--- config.mk ---
export PLATFORM = sky130hd
export DESIGN_NAME = rtc_modulo_counter
export DESIGN_NICKNAME = d
export VERILOG_FILES = /design/src/rtl/rtcm_pkg.sv /design/src/rtl/rtcm_prescaler.sv /design/src/rtl/rtcm_counter.sv /design/src/rtl/rtcm_regs.sv /design/src/rtl/rtc_modulo_counter.sv
export SDC_FILE = /design/constraint.sdc
export NUM_CORES = 1
export LEC_CHECK = 0
export CAP_MARGIN = 10
export CORE_ASPECT_RATIO = 1.75
export CORE_UTILIZATION = 33
export DETAILED_ROUTE_END_ITERATION = 10
export HOLD_SLACK_MARGIN = 0.15
export SLEW_MARGIN = 20
export SYNTH_ARGS = -nofsm -noshare
export SYNTH_HDL_FRONTEND = slang
export SYNTH_HIERARCHICAL = 1
export SYNTH_SLANG_ARGS = --single-unit
--- constraint.sdc ---
create_clock -name clk -period 4.1 [get_ports clk]
set_input_delay 1.025 -clock clk [delete_from_list [all_inputs] [get_ports clk]]
set_output_delay 1.025 -clock clk [all_outputs]
set_load 0.1 [all_outputs]
--- src/rtl/rtcm_pkg.sv ---
// Package: shared widths, register addresses, control bit positions and the
// pre-divider ratio decode for the modulo real-time counter.
package rtcm_pkg;

    localparam int DATA_W  = 16;
    localparam int NUM_SRC = 3;
    localparam int SEL_W   = 2;
    localparam int PS_W    = 3;
    localparam int PDIV_W  = 10;   // wide enough for the largest ratio minus one

    typedef enum logic [1:0] {
        ADR_CTRL  = 2'd0,
        ADR_COUNT = 2'd1,
        ADR_MOD   = 2'd2,
        ADR_VEC   = 2'd3
    } reg_addr_e;

    // Control word bit positions
    localparam int CB_FLAG  = 0;
    localparam int CB_IE    = 1;
    localparam int CB_SWRST = 6;
    localparam int CB_PS_LO = 8;
    localparam int CB_SS_LO = 12;

    localparam logic [DATA_W-1:0] VEC_PENDING = 16'h0002;

    // Ratio decode: the four low codes are decimal steps, the four high codes binary
    function automatic int unsigned div_ratio(input logic [PS_W-1:0] enc);
        int unsigned r;
        case (enc)
            3'd0:    r = 1;
            3'd1:    r = 10;
            3'd2:    r = 100;
            3'd3:    r = 1000;
            3'd4:    r = 16;
            3'd5:    r = 64;
            3'd6:    r = 256;
            default: r = 1024;
        endcase
        return r;
    endfunction

endpackage

--- src/rtl/rtcm_prescaler.sv ---
// Module: rtcm_prescaler
// Picks one tick strobe (or none) by the source field and divides it by the
// ratio that the divider field selects. The output pulse marks the last source
// tick of each group of N. A restart request zeroes the group count and
// suppresses any output in that cycle.
// Assumes: all strobes are synchronous single-cycle enables in the clk domain.
module rtcm_prescaler
    import rtcm_pkg::*;
(
    input  logic               clk,
    input  logic               rst_n,
    input  logic [NUM_SRC-1:0] tick_i,
    input  logic [SEL_W-1:0]   src_sel_i,
    input  logic [PS_W-1:0]    div_sel_i,
    input  logic               restart_i,
    output logic               src_tick_o,
    output logic               div_tick_o
);

    logic [NUM_SRC-1:0] src_hit;
    logic [PDIV_W-1:0]  pcnt_q;
    logic [PDIV_W-1:0]  lim;

    // One-hot decode of the source field; code 0 selects nothing
    for (genvar g = 0; g < NUM_SRC; g++) begin : g_src
        assign src_hit[g] = (src_sel_i == SEL_W'(g + 1));
    end

    // Selected strobe and terminal value of the group counter
    always_comb begin
        src_tick_o = |(tick_i & src_hit);
        lim        = PDIV_W'(div_ratio(div_sel_i) - 1);
        div_tick_o = src_tick_o && !restart_i && (pcnt_q == lim);
    end

    // Group counter: restart dominates, otherwise count selected ticks modulo N
    always_ff @(posedge clk) begin
        if (!rst_n) begin
            pcnt_q <= '0;
        end else if (restart_i) begin
            pcnt_q <= '0;
        end else if (src_tick_o) begin
            if (pcnt_q == lim) pcnt_q <= '0;
            else               pcnt_q <= pcnt_q + 1'b1;
        end
    end

    AST_DIV_NEEDS_SRC: assert property (@(posedge clk) disable iff (!rst_n)
        div_tick_o |-> src_tick_o);
    AST_RESTART_ZERO: assert property (@(posedge clk) disable iff (!rst_n)
        restart_i |=> (pcnt_q == '0));

endmodule

--- src/rtl/rtcm_counter.sv ---
// Module: rtcm_counter
// Main count and shadow limit. A divided tick advances the count or wraps it
// at the limit. A wrap reloads the shadow and flags an overflow. An armed
// software restart waits for the next source tick, then zeroes the count and
// reloads the shadow without any overflow.
// Assumes: div_tick_i is already suppressed in the cycle a restart applies.
module rtcm_counter
    import rtcm_pkg::*;
#(
    parameter logic [DATA_W-1:0] MOD_INIT = 16'hFFFF
) (
    input  logic              clk,
    input  logic              rst_n,
    input  logic              src_tick_i,
    input  logic              div_tick_i,
    input  logic              sr_req_i,
    input  logic [DATA_W-1:0] modulo_i,
    output logic              sr_apply_o,
    output logic              ovf_evt_o,
    output logic              ovf_o,
    output logic [DATA_W-1:0] count_o
);

    logic [DATA_W-1:0] count_q;
    logic [DATA_W-1:0] shadow_q;
    logic              sr_pend_q;
    logic              ovf_q;

    // Restart applies on the first source tick after it was armed
    always_comb begin
        sr_apply_o = sr_pend_q && src_tick_i;
        ovf_evt_o  = div_tick_i && !sr_apply_o && (count_q == shadow_q);
        ovf_o      = ovf_q;
        count_o    = count_q;
    end

    // Arm on a restart write, disarm once it has taken effect
    always_ff @(posedge clk) begin
        if (!rst_n)          sr_pend_q <= 1'b0;
        else if (sr_req_i)   sr_pend_q <= 1'b1;
        else if (sr_apply_o) sr_pend_q <= 1'b0;
    end

    // Count, wrap and shadow reload
    always_ff @(posedge clk) begin
        if (!rst_n) begin
            count_q  <= '0;
            shadow_q <= MOD_INIT;
        end else if (sr_apply_o) begin
            count_q  <= '0;
            shadow_q <= modulo_i;
        end else if (ovf_evt_o) begin
            count_q  <= '0;
            shadow_q <= modulo_i;
        end else if (div_tick_i) begin
            count_q  <= count_q + 1'b1;
        end
    end

    // One-clock overflow pulse
    always_ff @(posedge clk) begin
        if (!rst_n) ovf_q <= 1'b0;
        else        ovf_q <= ovf_evt_o;
    end

    AST_WRAP_TO_ZERO: assert property (@(posedge clk) disable iff (!rst_n)
        ovf_q |-> (count_q == '0));
    AST_COUNT_BOUND: assert property (@(posedge clk) disable iff (!rst_n)
        count_q <= shadow_q);
    AST_SR_SILENT: assert property (@(posedge clk) disable iff (!rst_n)
        sr_apply_o |=> (!ovf_q && count_q == '0));

endmodule

--- src/rtl/rtcm_regs.sv ---
// Module: rtcm_regs
// Register file: the control word, the modulo register, the pending flag and
// the registered read port. A vector read clears the flag, except when an
// overflow lands in the same cycle.
// Assumes: one access per cycle; a read answers in the following cycle.
module rtcm_regs
    import rtcm_pkg::*;
#(
    parameter logic [DATA_W-1:0] MOD_INIT = 16'hFFFF
) (
    input  logic              clk,
    input  logic              rst_n,
    input  logic [1:0]        addr_i,
    input  logic              wr_en_i,
    input  logic              rd_en_i,
    input  logic [DATA_W-1:0] wdata_i,
    input  logic              ovf_evt_i,
    input  logic [DATA_W-1:0] count_i,
    output logic [DATA_W-1:0] rdata_o,
    output logic              flag_o,
    output logic              ie_o,
    output logic [SEL_W-1:0]  src_sel_o,
    output logic [PS_W-1:0]   div_sel_o,
    output logic [DATA_W-1:0] modulo_o,
    output logic              cfg_chg_o,
    output logic              sr_req_o
);

    logic              ie_q;
    logic [SEL_W-1:0]  ss_q;
    logic [PS_W-1:0]   ps_q;
    logic              flag_q;
    logic [DATA_W-1:0] mod_q;
    logic [DATA_W-1:0] rdata_q;
    logic              wr_ctrl;
    logic              wr_mod;
    logic              vec_rd;
    logic [SEL_W-1:0]  new_ss;
    logic [PS_W-1:0]   new_ps;
    logic [DATA_W-1:0] ctrl_rd;

    // Access decode and control-word readback assembly
    always_comb begin
        wr_ctrl   = wr_en_i && (addr_i == ADR_CTRL);
        wr_mod    = wr_en_i && (addr_i == ADR_MOD);
        vec_rd    = rd_en_i && (addr_i == ADR_VEC);
        new_ss    = wdata_i[CB_SS_LO +: SEL_W];
        new_ps    = wdata_i[CB_PS_LO +: PS_W];
        cfg_chg_o = wr_ctrl && ((new_ss != ss_q) || (new_ps != ps_q));
        sr_req_o  = wr_ctrl && wdata_i[CB_SWRST];
        ctrl_rd                      = '0;
        ctrl_rd[CB_FLAG]             = flag_q;
        ctrl_rd[CB_IE]               = ie_q;
        ctrl_rd[CB_PS_LO +: PS_W]    = ps_q;
        ctrl_rd[CB_SS_LO +: SEL_W]   = ss_q;
    end

    // Writable control fields
    always_ff @(posedge clk) begin
        if (!rst_n) begin
            ie_q <= 1'b0;
            ss_q <= '0;
            ps_q <= '0;
        end else if (wr_ctrl) begin
            ie_q <= wdata_i[CB_IE];
            ss_q <= new_ss;
            ps_q <= new_ps;
        end
    end

    // Modulo register
    always_ff @(posedge clk) begin
        if (!rst_n)      mod_q <= MOD_INIT;
        else if (wr_mod) mod_q <= wdata_i;
    end

    // Pending flag: an overflow sets it and wins over a clearing vector read
    always_ff @(posedge clk) begin
        if (!rst_n)                  flag_q <= 1'b0;
        else if (ovf_evt_i)          flag_q <= 1'b1;
        else if (vec_rd && flag_q)   flag_q <= 1'b0;
    end

    // Registered read port; zero when no read was requested
    always_ff @(posedge clk) begin
        if (!rst_n) begin
            rdata_q <= '0;
        end else if (rd_en_i) begin
            case (addr_i)
                ADR_CTRL:  rdata_q <= ctrl_rd;
                ADR_COUNT: rdata_q <= count_i;
                ADR_MOD:   rdata_q <= mod_q;
                default:   rdata_q <= flag_q ? VEC_PENDING : '0;
            endcase
        end else begin
            rdata_q <= '0;
        end
    end

    assign rdata_o   = rdata_q;
    assign flag_o    = flag_q;
    assign ie_o      = ie_q;
    assign src_sel_o = ss_q;
    assign div_sel_o = ps_q;
    assign modulo_o  = mod_q;

    AST_FLAG_SETS: assert property (@(posedge clk) disable iff (!rst_n)
        ovf_evt_i |=> flag_q);
    AST_VEC_CLEARS: assert property (@(posedge clk) disable iff (!rst_n)
        (vec_rd && flag_q && !ovf_evt_i) |=> !flag_q);
    AST_OVF_WINS: assert property (@(posedge clk) disable iff (!rst_n)
        (vec_rd && ovf_evt_i) |=> flag_q);
    AST_SWRST_READS_ZERO: assert property (@(posedge clk) disable iff (!rst_n)
        (rd_en_i && addr_i == ADR_CTRL) |=> !rdata_q[CB_SWRST]);

endmodule

--- src/rtl/rtc_modulo_counter.sv ---
// Module: rtc_modulo_counter (top)
// Joins the register file, the source pre-divider and the modulo counter.
// It also forms the interrupt from the pending flag and the enable bit.
// Assumes: a single synchronous clock domain; tick inputs are enables.
module rtc_modulo_counter
    import rtcm_pkg::*;
#(
    parameter logic [15:0] MOD_INIT = 16'hFFFF
) (
    input  logic        clk,
    input  logic        rst_n,
    input  logic [2:0]  tick_i,
    input  logic [1:0]  addr_i,
    input  logic        wr_en_i,
    input  logic        rd_en_i,
    input  logic [15:0] wdata_i,
    output logic [15:0] rdata_o,
    output logic        irq_o,
    output logic        ovf_o
);

    logic              flag;
    logic              ie;
    logic [SEL_W-1:0]  src_sel;
    logic [PS_W-1:0]   div_sel;
    logic [DATA_W-1:0] modulo;
    logic [DATA_W-1:0] count;
    logic              cfg_chg;
    logic              sr_req;
    logic              sr_apply;
    logic              src_tick;
    logic              div_tick;
    logic              ovf_evt;
    logic              pre_restart;

    rtcm_regs #(.MOD_INIT(MOD_INIT)) u_regs (
        .clk       (clk),
        .rst_n     (rst_n),
        .addr_i    (addr_i),
        .wr_en_i   (wr_en_i),
        .rd_en_i   (rd_en_i),
        .wdata_i   (wdata_i),
        .ovf_evt_i (ovf_evt),
        .count_i   (count),
        .rdata_o   (rdata_o),
        .flag_o    (flag),
        .ie_o      (ie),
        .src_sel_o (src_sel),
        .div_sel_o (div_sel),
        .modulo_o  (modulo),
        .cfg_chg_o (cfg_chg),
        .sr_req_o  (sr_req)
    );

    // Pre-divider restarts on a field change or an applied software restart
    assign pre_restart = cfg_chg || sr_apply;

    rtcm_prescaler u_pre (
        .clk        (clk),
        .rst_n      (rst_n),
        .tick_i     (tick_i),
        .src_sel_i  (src_sel),
        .div_sel_i  (div_sel),
        .restart_i  (pre_restart),
        .src_tick_o (src_tick),
        .div_tick_o (div_tick)
    );

    rtcm_counter #(.MOD_INIT(MOD_INIT)) u_cnt (
        .clk        (clk),
        .rst_n      (rst_n),
        .src_tick_i (src_tick),
        .div_tick_i (div_tick),
        .sr_req_i   (sr_req),
        .modulo_i   (modulo),
        .sr_apply_o (sr_apply),
        .ovf_evt_o  (ovf_evt),
        .ovf_o      (ovf_o),
        .count_o    (count)
    );

    // Interrupt line: pending and enabled
    assign irq_o = flag && ie;

    AST_IRQ_NEEDS_EN: assert property (@(posedge clk) disable iff (!rst_n)
        (ovf_o && !ie) |-> !irq_o);
    AST_NO_COUNT_IDLE: assert property (@(posedge clk) disable iff (!rst_n)
        (src_sel == '0) |-> !div_tick);

endmodule

==> results of run 1 <==
==> synth_stat cells, types with 6 or more instances <==
cell type  count  area (um^2)
nor2b_1       10         62.6
dfxtp_1       83         1660
inv_1         19         71.3
a21oi_1       10         50.1
o221ai_1      16          140
nand3_1       30          150
clkbuf_1       8         30.0
nand4_1        7         43.8
or2_1          6         37.5
xor2_1        29          254
a22oi_1        9         67.6
xnor2_1       17          149
buf_6          6         67.6
mux2i_1       16          160
nor3_2        10          100
nor2_1        35          131
nand2_1       67          251
==> power breakdown <==
part / switching [mW] / total, mW / internal (mW)
clock network: 0.323 / 0.935 / 0.612
registers: 0.0166 / 0.840 / 0.824
logic: 0.100 / 0.168 / 0.0677
total: 0.440 / 1.94 / 1.50
==> worst max-delay path by stage <==
stage / from / to / cells past startpoint
after CTS: wdata_i[12] / u_cnt/count_o[15] / 12
after global routing: wdata_i[12] / u_cnt/count_o[9] / 12
after detailed placement: wdata_i[12] / u_cnt/count_o[15] / 12
after global placement: wdata_i[12] / u_cnt/count_o[15] / 12
final: wdata_i[8] / u_cnt/count_o[15] / 12
after floorplan: tick_i[2] / u_cnt/count_o[15] / 15
==> registers in the layout, summed over array words and instances, names as in the netlist <==
signal            cells
u_regs/div_sel_o      3
u_cnt/count_o        16
u_cnt/ovf_o           1
u_cnt/sr_pend_q       1
u_regs/ie_o           1
u_regs/src_sel_o      2
u_pre/pcnt_q         10
u_regs/flag_o         1
u_cnt/shadow_q       16
u_regs/rdata_o       16
u_regs/modulo_o      16
==> through the flow <==
stage | total power [mW] | area (um^2) | util (%) | setup WS [ns] | cells
floorplan | 0.970 | 3940 | - | 0.427 | 441
global placement | 1.02 | 4420 | 38.2 | 0.477 | 601
detailed placement | 1.03 | 4420 | 38.2 | 0.434 | 601
CTS | 1.97 | 4770 | 41.2 | 0.800 | 617
global route | 2.02 | 4770 | 41.2 | 0.602 | 617
finish | 1.94 | 4770 | 41.2 | 0.819 | 617
==> worst max-delay path, delay by kind of cell <==
family	cells	cell delay (ns)
buf+inv	2	0.69
simple gates	7	1.22
compound gates	1	0.30
xor+xnor	2	0.27
==> cells in the final DEF (no fill, tap or decap), drive strengths merged, types with 9 or more instances in the layout <==
| master | instances |
|---|---|
| clkbuf | 10 |
| o221ai | 16 |
| a22oi | 9 |
| nor2 | 35 |
| nand3 | 30 |
| clkdlybuf4s50 | 42 |
| xnor2 | 17 |
| xor2 | 29 |
| buf | 9 |
| nor3 | 13 |
| nor2b | 11 |
| inv | 19 |
| a21oi | 10 |
| nand2 | 67 |
| mux2i | 16 |
| dfxtp | 83 |
==> layout make-up <==
class / instances / area [um^2] / share of cell area [%]
tap: 135 / 169 / 3.54
clock buffer: 10 / 239 / 5.01
sequential: 83 / 1660 / 34.8
multi-input combinational: 313 / 2030 / 42.6
clock inverter: 6 / 113 / 2.36
inverter: 19 / 71.3 / 1.49
timing repair buffer: 51 / 488 / 10.2
==> kinds of logic after synthesis <==
kind of cell | Yosys count | share of synthesized area [%]
and+or+nand+nor | 197 | 26.0
DFF | 83 | 42.2
AOI/OAI and AO/OA | 51 | 9.97
xor gates and xnor gates | 46 | 10.2
buffers and inverters | 45 | 6.25
muxes | 17 | 4.73
adders and majority gates | 2 | 0.635
==> metal layers <==
metal  track usage (%)  share of wire, %  up-vias
li1                  -                 -     1577
met1              17.6                40     1490
met2              29.2                54       57
met3              3.34               3.0       15
met4              7.88               3.0        0
met5                 0                 0        -
==> results.cfg, run 1 <==
[outcome]
status = finished, violations left
violations = design-rule violations

[logic_synthesis]
synthesis.area_mm2 = 0.00394
synth_area_per_cell_um2 = 8.94
ys_seq_area_share_pct = 42.2
synth_nets = 468
ys_ff_latch = 83
yosysWarnings = 6
synth.distinct_cells = 54
async_reset_ff_share_pct = 0
synth_top_flop_cell = dfxtp_1
synth-edff-count = 0
netlist_instances = 441

[grt]
grt_max_degree = 42
grt_usage_pct = 16.1
antenna_found_initial = 0
grt_overflow = 0
grt_pass1_wl_um = 15400
grt_pass1_vias = 3115

[layout]
fin_nets = 504
fillerInstances = 1166
drive_above_1_share_pct = 8.92
area_delta_synth_final_pct = 21.1
n_antenna_cell = 0

[place]
routabilityCongestion = 0.840
portBuffers = 42
place_hpwl_um = 7100

[sta]
finalSetupViolCount = 0
hold_viol = 0
post-route-min-period_ns = 3.28
final_max_slew_viol_count = 0
rsz0062_at_grt = no
setup_tns_ns = 0
period_share_pct = 80.0
tightest_slew_ns = 0.969
finClkSkew_ns = 0.00592
holdWs_ns = 0.486
max_freq_ghz = 0.305
relSlewSlack_pct = 35.2

[clock_tree]
cts_tree = built
htree_levels = 3
cts_setup_buffers = 0
cts_resized = 0
clock_sinks = 83
cts_root_buf = clkbuf_16
insertion_delay_ns = 0.34
numCtsBuffers = 9
cts_buffer_depth = 2
postCtsHoldBufs = 0
cts.clk_slew.worst_paths_ns = 0.06

[die]
row_count = 52
io-pin-count = 43
core-area_mm2 = 0.0116
dieArea_mm2 = 0.0124
start_util_pct = 34.0
die_width_um = 84.6
fp.dieH_um = 147

[setup_path]
critPathArrivalTime_ns = 3.51
crit_type = primary input to flop
cp-end-kind = flop
critPathSlowestCell = clkdlybuf4s50_1
required_ns = 4.33
slowest_delay_ns = 0.52
worst_setup_path_start_kind = primary input
crit_chain = clkdlybuf4s50_1 -> xnor2_1 -> nand3_1 -> o31a_1 -> or2_1 -> nor2_1 -> buf_4 -> nand4_1 -> or2_2 -> nor3_1 -> xnor2_1 -> nor2_1
r2r-end = u_cnt/count_o[15]
r2r-start = u_regs/div_sel_o[2]
critPathMaxFanout = 7
worst-r2r-setup-slack_ns = 1.28
r2r_cells = 11

[power]
p_per_area_mw_per_mm2 = 407
p_leak_nw = 2.04
ir_drop_v = 0.000202

[drt]
drc_errors = 2
viasPerCell = 5.09
drt_iter0_drc = 213
wl_per_cell_um = 15.3
routed_wl_um = 9430
ant_nets = 0
vias = 3139
firstDrtPassIters = 7

[hold_path]
hold_end = u_regs/modulo_o[9]
worstHoldPathType = flop to flop
min-delay-start = u_regs/modulo_o[9]
holdPathStages = 2

[run]
cap_violations = 0
No activity file was read; power rests on OpenSTA's default activity.
==> inputs of run 2 (changes only) <==
- clock period: 4.1 -> 2.6 ns (I/O delays scaled with it)
==> run 2 against run 1 <==
  * Worst hold slack got worse by 0.0022 ns
  * Largest cell class unchanged
  * Setup slack worse by 0.66 ns
  * Sequential cell count unchanged
  * The flow now finishes without violations
  * Global-route usage rose by 0.36 points
==> results.cfg, run 2 (synthesis gave the netlist of run 1 again) <==
[outcome]
status = completed

[die]
row_count = 52
start_util_pct = 34.0
dieArea_mm2 = 0.0124
core-area_mm2 = 0.0116
io-pin-count = 43
fp.dieH_um = 147
die_width_um = 84.6

[grt]
met1_usage_pct = 16.5
antenna_found_initial = 0
grt_usage_pct = 16.5
grt_pass1_vias = 3221
grt_max_degree = 25
grt_overflow = 0
grt_use_met3_pct = 3.39
grtUsageMet2_pct = 31.9
grt.busiest_layer = met2
grt_pass1_wl_um = 15800

[sta]
post-route-min-period_ns = 2.44
hold_viol = 0
relSlewSlack_pct = 64.6
setup_tns_ns = 0
rsz0062_at_grt = no
finClkSkew_ns = 0.00676
tightest_slew_ns = 0.530
final_max_slew_viol_count = 0
max_freq_ghz = 0.410
finalSetupViolCount = 0
period_share_pct = 93.7

[setup_path]
required_ns = 2.83
cp.buffers_inverters = 2
slowest_delay_ns = 0.37
r2r_cells = 12
critPathMaxFanout = 6
cp_num_cells = 12
crit_family = simple AND/OR/NAND/NOR gates
critPathSlowestCell = or3_1
crit_chain = or3_1 -> a21oi_1 -> a2bb2oi_2 -> nand4_1 -> nor2_2 -> buf_6 -> nand4_1 -> nor2_2 -> buf_4 -> nand3_2 -> xor2_1 -> nor2_1
worst_setup_path_start_kind = flop
critPathArrivalTime_ns = 2.67
crit_type = flop to flop
cp-end-kind = flop

[clock_tree]
cts_root_buf = clkbuf_16
insertion_delay_ns = 0.34
htree_levels = 3
cts.clk_slew.worst_paths_ns = 0.06
clock_sinks = 83
cts_buffer_depth = 2
numCtsBuffers = 9
postCtsHoldBufs = 0
cts_tree = built

[drt]
drc_errors = 0
firstDrtPassIters = 7
wl_per_cell_um = 15.2
ant_nets = 0
drt_iter0_drc = 190
viasPerCell = 5.10
vias = 3310
routed_wl_um = 9850

[layout]
fin_nets = 537
drive_above_1_share_pct = 20.0
mostFrequentLayoutCell = dfxtp_1
fillerInstances = 1155
area_delta_synth_final_pct = 26.3
stdcell_area_mm2 = 0.00498
multiInputGateArea_mm2 = 0.00208
layout_common_cells = 81 x dfxtp_1, 66 x nand2_1, 57 x buf_4
n_antenna_cell = 0
final_cells = 649
ff_latch_area_mm2 = 0.00166

[place]
routabilityCongestion = 0.860
portBuffers = 42
place_hpwl_um = 7530
postPlaceCellArea_mm2 = 0.00463
dp.cells = 630

[run]
cap_violations = 0

[power]
ir_drop_v = 0.000399
p_leak_nw = 2.29
p_per_area_mw_per_mm2 = 553
power.total_mw = 2.75

[hold_path]
holdPathStages = 2
worstHoldPathType = flop to flop
[run 2: power breakdown]
part	switching [mW]	internal, mW
combinational	0.168	0.126
sequential	0.0239	1.30
clock	0.471	0.662
[run 2: path summary, 6_finish.rpt]
| path | from | endpoint | slack [ns] |
|---|---|---|---|
| setup / recovery | u_regs/div_sel_o[2] | u_cnt/count_o[9] | 0.16 |
| hold / removal | u_regs/modulo_o[8] | u_regs/modulo_o[8] | 0.48 |
| setup reg to reg | u_regs/div_sel_o[2] | u_cnt/count_o[9] | 0.16 |
| hold reg to reg | u_regs/modulo_o[8] | u_regs/modulo_o[8] | 0.48 |
[run 2: timing repair]
action                     4_1_cts  5_1_grt
setup endpoints to repair       34       34
gates resized for setup          6       17
pin swaps                        5       10
buffers inserted                 2        2
hold endpoints to repair         0        0
[run 2: through the flow]
| stage | worst slack, ns | hold WS (ns) | util, % |
|---|---|---|---|
| after floorplan | -0.160 | 0.455 | - |
| after global placement | -0.462 | 0.474 | 40.0 |
| after detailed placement | -0.508 | 0.478 | 40.0 |
| after CTS | 0.00847 | 0.486 | 42.4 |
| after global routing | 0.00473 | 0.524 | 43.0 |
| final | 0.163 | 0.483 | 43.0 |
[run 2: final cells by class]
type	instances	area share, %
clock buffer	12	4.95
clock inverter	3	0.302
inverter	19	1.43
multi-input combinational	313	41.7
sequential	83	33.4
tap	135	3.39
timing repair buffer	84	14.8
[run 2: routing by layer]
metal  wire length (um)  vias up
li1                   -     1649
met1               3880     1581
met2               5540       71
met3                262        9
met4                172        0
met5                  0        -
[run 2: worst min-delay path, cell delays in order (launching register included)]
cell	delay, ns
dfxtp_1	0.32
nand2_1	0.06
nand3_1	0.06
